`config.mk`:
```
export PLATFORM = sky130hd
export DESIGN_NAME = qenc_emulator
export DESIGN_NICKNAME = d
export VERILOG_FILES = /design/src/rtl/qenc_pkg.sv /design/src/rtl/qenc_sync.sv /design/src/rtl/qenc_res_latch.sv /design/src/rtl/qenc_quad_gen.sv /design/src/rtl/qenc_emulator.sv
export SDC_FILE = /design/constraint.sdc
export NUM_CORES = 1
export LEC_CHECK = 0
export BUFFER_PORTS_ARGS = -buffer_cell sky130_fd_sc_hd__clkbuf_2
export CELL_PAD_IN_SITES_DETAIL_PLACEMENT = 0
export CELL_PAD_IN_SITES_GLOBAL_PLACEMENT = 1
export CORE_ASPECT_RATIO = 0.75
export CORE_UTILIZATION = 43
export DETAILED_ROUTE_END_ITERATION = 16
export PLACE_DENSITY_LB_ADDON = 0.1
export SLEW_MARGIN = 0
export SYNTH_ARGS = -nofsm -noshare
export SYNTH_HDL_FRONTEND = slang
export SYNTH_SLANG_ARGS = --single-unit
```
`constraint.sdc`:
```
create_clock -name clk -period 1.9 [get_ports clk]
set_input_delay 0.095 -clock clk [delete_from_list [all_inputs] [get_ports clk]]
set_output_delay 0.095 -clock clk [all_outputs]
set_load 0.03 [all_outputs]
```
`src/rtl/qenc_pkg.sv`:
```
package qenc_pkg;
   // default geometry: 16-bit word, four resolutions spaced two bits apart
   localparam int unsigned QE_POS_W    = 16;
   localparam int unsigned QE_NUM_RES  = 4;
   localparam int unsigned QE_RES_STEP = 2;
   localparam int unsigned QE_SYNC_STG = 2;

   // LSB position for a select code: highest code gives the finest resolution
   function automatic int unsigned qe_lsb(int unsigned sel, int unsigned num_res,
                                          int unsigned step);
      return (num_res - 1 - sel) * step;
   endfunction
endpackage

```
`src/rtl/qenc_sync.sv`:
```
module qenc_sync #(
   parameter int unsigned W      = 1,
   parameter int unsigned STAGES = 2,
   parameter logic [W-1:0] RST_VAL = '0
) (
   input  logic         clk,
   input  logic         rst_n,
   input  logic [W-1:0] d_i,
   output logic [W-1:0] q_o
);
   generate
      if (STAGES < 2) begin : g_bad_stages
         $error("qenc_sync needs at least two stages");
      end
   endgenerate

   logic [W-1:0] stg_q [STAGES];

   always_ff @(posedge clk or negedge rst_n) begin
      if (!rst_n) begin
         for (int i = 0; i < STAGES; i++) stg_q[i] <= RST_VAL;
      end else begin
         stg_q[0] <= d_i;
         for (int i = 1; i < STAGES; i++) stg_q[i] <= stg_q[i-1];
      end
   end

   assign q_o = stg_q[STAGES-1];
endmodule

```
`src/rtl/qenc_res_latch.sv`:
```
module qenc_res_latch #(
   parameter int unsigned SEL_W = 2
) (
   input  logic             clk,
   input  logic             rst_n,
   input  logic             emu_n_s,
   input  logic [SEL_W-1:0] sel_s,
   output logic             active_o,
   output logic [SEL_W-1:0] sel_eff_o
);
   logic             emu_d_q;
   logic [SEL_W-1:0] res_q;
   logic             fall;

   assign fall = emu_d_q & ~emu_n_s;

   always_ff @(posedge clk or negedge rst_n) begin
      if (!rst_n) begin
         emu_d_q <= 1'b1;
         res_q   <= '1;            // finest resolution after reset
      end else begin
         emu_d_q <= emu_n_s;
         if (fall) res_q <= sel_s;
      end
   end

   // bypass on the entry cycle so outputs use the new select at once
   assign sel_eff_o = fall ? sel_s : res_q;
   assign active_o  = ~emu_n_s;


   hold_res_chk: assert property (@(posedge clk) disable iff (!rst_n)
      !fall |=> res_q == $past(res_q));


   capture_res_chk: assert property (@(posedge clk) disable iff (!rst_n)
      fall |=> res_q == $past(sel_s));
endmodule

```
`src/rtl/qenc_quad_gen.sv`:
```
module qenc_quad_gen
   import qenc_pkg::*;
#(
   parameter int unsigned POS_W    = QE_POS_W,
   parameter int unsigned NUM_RES  = QE_NUM_RES,
   parameter int unsigned RES_STEP = QE_RES_STEP,
   localparam int unsigned SEL_W   = $clog2(NUM_RES)
) (
   input  logic [POS_W-1:0] pos_i,
   input  logic [SEL_W-1:0] sel_i,
   input  logic             active_i,
   input  logic             idx_en_i,
   output logic             a_o,
   output logic             b_o,
   output logic             idx_o
);
   logic [NUM_RES-1:0] a_c, b_c, z_c;

   generate
      for (genvar g = 0; g < NUM_RES; g++) begin : g_res
         localparam int unsigned LSB_G = qe_lsb(g, NUM_RES, RES_STEP);
         assign a_c[g] = pos_i[LSB_G+1];
         assign b_c[g] = pos_i[LSB_G] ^ pos_i[LSB_G+1];
         assign z_c[g] = ~|pos_i[POS_W-1:LSB_G];
      end
   endgenerate

   always_comb begin
      a_o   = 1'b0;
      b_o   = 1'b0;
      idx_o = 1'b0;
      if (active_i) begin
         a_o   = a_c[sel_i];
         b_o   = b_c[sel_i];
         idx_o = z_c[sel_i] & idx_en_i;
      end
   end
endmodule

```
`src/rtl/qenc_emulator.sv`:
```
module qenc_emulator
   import qenc_pkg::*;
#(
   parameter int unsigned POS_W     = QE_POS_W,
   parameter int unsigned NUM_RES   = QE_NUM_RES,
   parameter int unsigned RES_STEP  = QE_RES_STEP,
   parameter int unsigned SYNC_STG  = QE_SYNC_STG,
   localparam int unsigned SEL_W    = $clog2(NUM_RES),
   localparam int unsigned BUS_W    = POS_W + SEL_W + 3
) (
   input  logic             clk,
   input  logic             rst_n,
   input  logic [POS_W-1:0] pos_i,
   input  logic             emu_n_i,
   input  logic [SEL_W-1:0] res_sel_i,
   input  logic             idx_en_n_i,
   input  logic             dir_i,
   output logic             a_o,
   output logic             b_o,
   output logic             idx_o,
   output logic             dir_b_o
);
   generate
      if (NUM_RES != (1 << SEL_W)) begin : g_bad_num
         $error("NUM_RES must be a power of two");
      end
      if ((NUM_RES - 1) * RES_STEP + 2 > POS_W) begin : g_bad_geom
         $error("coarsest resolution does not fit the position word");
      end
   endgenerate

   localparam logic [BUS_W-1:0] SYNC_RST = {1'b0, 1'b1, 1'b1, {SEL_W{1'b0}}, {POS_W{1'b0}}};

   logic [BUS_W-1:0] raw_bus, syn_bus;
   logic [POS_W-1:0] pos_s;
   logic [SEL_W-1:0] sel_s, sel_eff;
   logic             emu_n_s, idx_en_n_s, dir_s, active;

   assign raw_bus = {dir_i, idx_en_n_i, emu_n_i, res_sel_i, pos_i};
   assign {dir_s, idx_en_n_s, emu_n_s, sel_s, pos_s} = syn_bus;

   qenc_sync #(.W(BUS_W), .STAGES(SYNC_STG), .RST_VAL(SYNC_RST)) u_sync (
      .clk   (clk),
      .rst_n (rst_n),
      .d_i   (raw_bus),
      .q_o   (syn_bus)
   );

   qenc_res_latch #(.SEL_W(SEL_W)) u_latch (
      .clk       (clk),
      .rst_n     (rst_n),
      .emu_n_s   (emu_n_s),
      .sel_s     (sel_s),
      .active_o  (active),
      .sel_eff_o (sel_eff)
   );

   qenc_quad_gen #(.POS_W(POS_W), .NUM_RES(NUM_RES), .RES_STEP(RES_STEP)) u_quad (
      .pos_i    (pos_s),
      .sel_i    (sel_eff),
      .active_i (active),
      .idx_en_i (~idx_en_n_s),
      .a_o      (a_o),
      .b_o      (b_o),
      .idx_o    (idx_o)
   );

   assign dir_b_o = active ? b_o : dir_s;


   idle_quiet_chk: assert property (@(posedge clk) disable iff (!rst_n)
      !active |-> !a_o && !b_o && !idx_o);


   idx_state_chk: assert property (@(posedge clk) disable iff (!rst_n)
      idx_o |-> !a_o && !b_o);


   shared_pin_chk: assert property (@(posedge clk) disable iff (!rst_n)
      active |-> dir_b_o == b_o);
endmodule

```
# After elaboration in Yosys (flattened, before gate mapping)
# Index checks and enable logic that the tools add are counted.
totals:
  ff_bits: 45
  word_cells: 32
  inputBits: 23
  out_inout_bits: 4
op_classes:
  muxes: 11
  reduce_logical: 8
  order_cmp: 1
  n_bitwise: 8
op_table:
  columns: ["op", "n"]
  rows:
  - ["OR reduction 16 bit", 1]
  - ["OR reduction 14 bit", 1]
  - ["OR reduction 12 bit", 1]
  - ["OR reduction 10 bit", 1]
  - ["two-way mux 1 bit", 7]
  - ["binary-select mux 1 bit (select 2 bit)", 3]
  - ["logical NOT 1 bit", 4]
  - ["bitwise XOR 1 bit", 4]
  - ["< comparator 2 x 3 -> 1 bit (second input constant)", 1]
  - ["AND 1 bit", 2]
  - ["two-way mux 2 bit", 1]
  - ["NOT 1 bit", 2]

# Longest topological paths before layout
depth:
  word_depth: 7
  mapped_depth: 5
  ltp_nobuf: 5

# Modules after synthesis
# From an unflattened synthesis, not the netlist that was laid out.
hier_totals:
  hier_cells: 97
  hier_area_um2: 1555.2
by_module_without_submodules:
  columns: ["module", "cells_each", "instances", "seq_area_each_um2", "area_each_um2"]
  rows:
  - ["qenc_sync", 63, 1, 1056.0, 1213.7]
  - ["qenc_quad_gen", 25, 1, 0.0, 196.4]
  - ["qenc_res_latch", 7, 1, 78.8, 126.4]
  - ["qenc_emulator", 2, 1, 0.0, 18.8]

# Worst setup path before layout
# Ideal clock, no wire load.
synth_timing:
  kind: "reg2out"
  startpoint: "reg u_sync.stg_q, in the netlist u_sync.q_o[18]"
  endpoint: "out idx_o"
  arrival_time_ns: 1.963
  stages_incl_launch_ff: 5
  n_path_buf: 0
  setup_slack_ns: -0.158
  t_required_ns: 1.805
  path_cell_list: "dfstp_2 nand2b_4 mux2i_1 o21ai_0 a221oi_1"
synth_via:
  elab_chain_cells: 7
synth_rtl:
  columns: ["element", "line", "source"]
  rows:
  - ["start, declared", "qenc_sync.sv:17", "logic [W-1:0] stg_q [STAGES];"]
  - ["NOT 1 bit", null, null]
  - ["AND 1 bit", "qenc_res_latch.sv:15", "assign fall = emu_d_q & ~emu_n_s;"]
  - ["two-way mux 2 bit", null, null]
  - ["binary-select mux 1 bit (select 2 bit)", "qenc_quad_gen.sv:35", "idx_o = z_c[sel_i] & idx_en_i;"]
  - ["two-way mux 1 bit (not written as such)", "qenc_quad_gen.sv:35", null]
  - ["AND 1 bit", "qenc_quad_gen.sv:35", null]
  - ["two-way mux 1 bit *", "qenc_quad_gen.sv:32", "if (active_i) begin"]
  - ["end, declared", "qenc_emulator.sv:20", "output logic idx_o,"]
# Mark *: on every way between the ends. The rest lies on a longest branch, timed or not. The select of a mux whose other input is x is not followed.

# Worst setup path after layout
layout_timing:
  startpoint: "reg u_latch.emu_d_q"
  endpoint: "out dir_b_o"
layout_via:
  elab_chain_cells: 6
layout_rtl:
  columns: ["element", "line", "source"]
  rows:
  - ["start, declared", "qenc_res_latch.sv:11", "logic emu_d_q;"]
  - ["start signal, assigned", "qenc_res_latch.sv:22", "emu_d_q <= emu_n_s;"]
  - ["AND 1 bit", "qenc_res_latch.sv:15", null]
  - ["two-way mux 2 bit", null, null]
  - ["binary-select mux 1 bit (select 2 bit)", "qenc_quad_gen.sv:34", "b_o = b_c[sel_i];"]
  - ["two-way mux 1 bit (not written as such)", "qenc_quad_gen.sv:34", null]
  - ["two-way mux 1 bit", "qenc_quad_gen.sv:32", null]
  - ["two-way mux 1 bit", "qenc_emulator.sv:68", "assign dir_b_o = active ? b_o : dir_s;"]
  - ["end, declared", "qenc_emulator.sv:21", "output logic dir_b_o"]
# No other way between the ends. The select of a mux whose other input is x is not followed.

==> impl_metrics.py <==
metrics = {
    "run_status": {
        "outcome": "complete, but fails checks",
        "violations": "negative setup slack",
    },
    "clock_network": {
        "clockBufferDepth": 2,
        "insertion_delay_ns": 0.30,
        "cts_tree": "yes",
        "clk_pin_slew_ns": 0.08,
        "clockRootBuffer": "clkbuf_8",
        "cts.sinks": 45,
        "htree_levels": 2,
        "numCtsBuffers": 5,
    },
    "die": {
        "dieHeight_um": 51.3,
        "core_mm2": 0.00302,
        "die_w_um": 67.7,
        "start_util": 0.461,
        "die_area_mm2": 0.00348,
        "ios": 27,
        "row_count": 17,
    },
    "worst_setup_path": {
        "r2r_setup_slack_ns": 0.61,
        "rr_endpoint": "u_latch.res_q[1]",
        "crit_required_ns": 1.80,
        "startpoint": "u_latch.emu_d_q",
        "crit_path_start_kind": "flip-flop",
        "critPathCapture": "dir_b_o",
        "crit_path_max_fanout": 2,
        "crit_type": "reg -> out",
        "crit_arrival_ns": 2.09,
        "worst_r2r_startpoint": "u_sync.q_o[18]",
        "ff2ff_path_depth": 5,
        "crit_path_end_kind": "output port",
    },
    "global_route": {
        "grt_use_total": 0.154,
        "grt_pass1_vias": 774,
        "overflow": 0,
        "grt_start_max_net_pins": 46,
        "grt_antenna_before_repair": 0,
        "grt_pass1_wl_um": 3530,
    },
    "finish": {
        "nNetsFinal": 167,
        "multi_input_area_um2": 275,
        "final_area_mm2": 0.00203,
        "seq_area_mm2": 0.00113,
        "fill_cells": 230,
        "drive_gt1_frac": 0.411,
        "syn2layout_area_growth_pct": 45.7,
        "num_antenna_cells": 0,
    },
    "drt": {
        "routedWlPerCell_um": 11.5,
        "drc_errors": 0,
        "wl_met1_um": 1010,
        "routed.top_layer": "met4",
        "wl_met2_um": 863,
        "drtIter0Drc": 23,
        "num_vias": 751,
        "firstDrtPassIters": 4,
        "vias_per_cell": 4.20,
        "wl_met3_um": 115,
        "ant_nets": 0,
        "totalWireLength_um": 2060,
    },
    "placed_design": {
        "port_buffers": 26,
        "hpwl_um": 1260,
        "gp_congestion": 0.760,
        "place_area_mm2": 0.00162,
    },
    "timing": {
        "slew_headroom": 0.647,
        "hold_viol": 0,
        "fin_ws_ns": -0.285,
        "rsz0062_at_grt": "true",
        "fmax_mhz": 458,
        "tightest_slew_ns": 0.530,
        "min_period_ns": 2.19,
        "drv_slew": 0,
        "fin_crit_sh": 1.15,
        "setup_tns_ns": -0.835,
        "setup_viol": 4,
        "finalClockSkew_ns": 0.00573,
        "holdWs_ns": 0.353,
    },
    "synthesis": {
        "synth-seq-cells": 45,
        "yosysWarnings": 0,
        "synth-seq-area-share": 0.814,
        "yosys-top-cells-area": "dfrtp_1 68%, dfstp_2 13%, ha_1 3.6%",
        "postSynthCellCount": 79,
        "yosys.area.top_type": "dfrtp_1",
        "synth_fp_nets": 106,
        "synth_top_area_frac": 0.682,
        "avgSynthCellArea_um2": 17.6,
        "netlist_area_mm2": 0.00139,
        "synth_cell_types": 17,
    },
    "run": {
        "max_cap_violations": 0,
    },
    "power": {
        "power.total_mw": 1.90,
        "power.density_mw_per_mm2": 936,
        "p_leak_nw": 0.967,
        "peakVddDrop_uv": 493,
    },
    "worst_hold_path": {
        "min_path_type": "reg -> reg",
        "hp-start": "u_sync.stg_q[34]",
    },
}
[worst min path at each step]
stage | end | slack (ns) | depth (start not counted)
finish | u_sync.q_o[13] | 0.35 | 0
global route | u_sync.q_o[13] | 0.36 | 0
CTS | u_sync.q_o[13] | 0.35 | 0
detailed placement | u_sync.stg_q[40] | 0.18 | 1
global placement | u_sync.stg_q[40] | 0.18 | 1
floorplan | u_sync.q_o[0] | -0.20 | 0
[cells in the mapped netlist]
master / count
mux2i_1: 3
nor2_1: 1
nand2b_4: 1
inv_1: 11
nor3_1: 1
mux4_2: 2
mux2_2: 1
nor4_1: 1
ha_1: 4
nand2_1: 2
and2b_1: 1
o21ai_0: 2
dfrtp_1: 38
nand3_1: 2
nor4b_1: 1
a221oi_1: 1
dfstp_2: 7
[cells by family (layout without fill, tap and decap cells)]
| kind of cell | Yosys count | in the layout | synth area share |
|---|---|---|---|
| flip-flops | 45 | 45 | 0.814 |
| buffers and inverters | 11 | 73 | 0.0296 |
| AND/OR/NAND/NOR | 10 | 10 | 0.0449 |
| multiplexers | 6 | 6 | 0.0619 |
| adder cells (fa/ha/maj) | 4 | 4 | 0.0359 |
| AO/OA/AOI/OAI | 3 | 3 | 0.0135 |
[layer usage]
metal / track usage / vias up
li1: - / 374
met1: 0.203 / 347
met2: 0.203 / 23
met3: 0.0692 / 7
met4: 0.0957 / 0
met5: 0 / -
[report_power, final]
part | internal (mW) | total (mW) | switching, mW
registers | 1.02 | 1.04 | 0.0244
logic | 0.136 | 0.237 | 0.102
clock network | 0.301 | 0.621 | 0.320
[flip-flops by register name (all words and copies together) (netlist names)]
signal / count
u_sync.q_o: 21
u_latch.emu_d_q: 1
u_latch.res_q: 2
u_sync.stg_q: 21
[layout by cell type (no fill, tap or decap), types with 2 or more instances in the layout]
master / netlist / final
nand3_1: 2 / 2
inv_1: 11 / 11
mux4_2: 2 / 2
dfrtp_1: 38 / 38
ha_1: 4 / 4
buf_4: 0 / 6
clkbuf_8: 0 / 6
clkbuf_2: 0 / 22
mux2i_4: 0 / 2
dlygate4sd3_1: 0 / 22
buf_8: 0 / 3
dfstp_2: 7 / 7
[worst max-delay path: stages, from the launching register on]
cell     delay, ns
dfstp_2       0.57
mux2i_2       0.24
mux4_2        0.54
mux2_4        0.30
buf_8         0.14
[what timing repair did]
item | CTS | global route
hold endpoints to repair | 59 | 0
pin swaps | 1 | 1
setup endpoints to repair | 4 | 4
buffers inserted | 1 | 1
hold buffers | 22 | 0
gates resized for setup | 12 | 10
[per-stage QoR]
step                setup WS, ns  utilization  instances
floorplan                 0.0320            -         79
global placement        -0.00339        0.535        147
detailed placement       -0.0501        0.535        147
CTS                       -0.293        0.659        178
global route              -0.365        0.672        179
finish                    -0.285        0.672        179
[final cells by class]
cell class	instances	share of cell area
sequential	45	0.559
clock inverter	2	0.00863
multi-input combinational	23	0.136
clock buffer	6	0.0407
timing repair buffer	54	0.213
inverter	11	0.0203
tap	38	0.0234
Power figures use the tool's default switching activity.
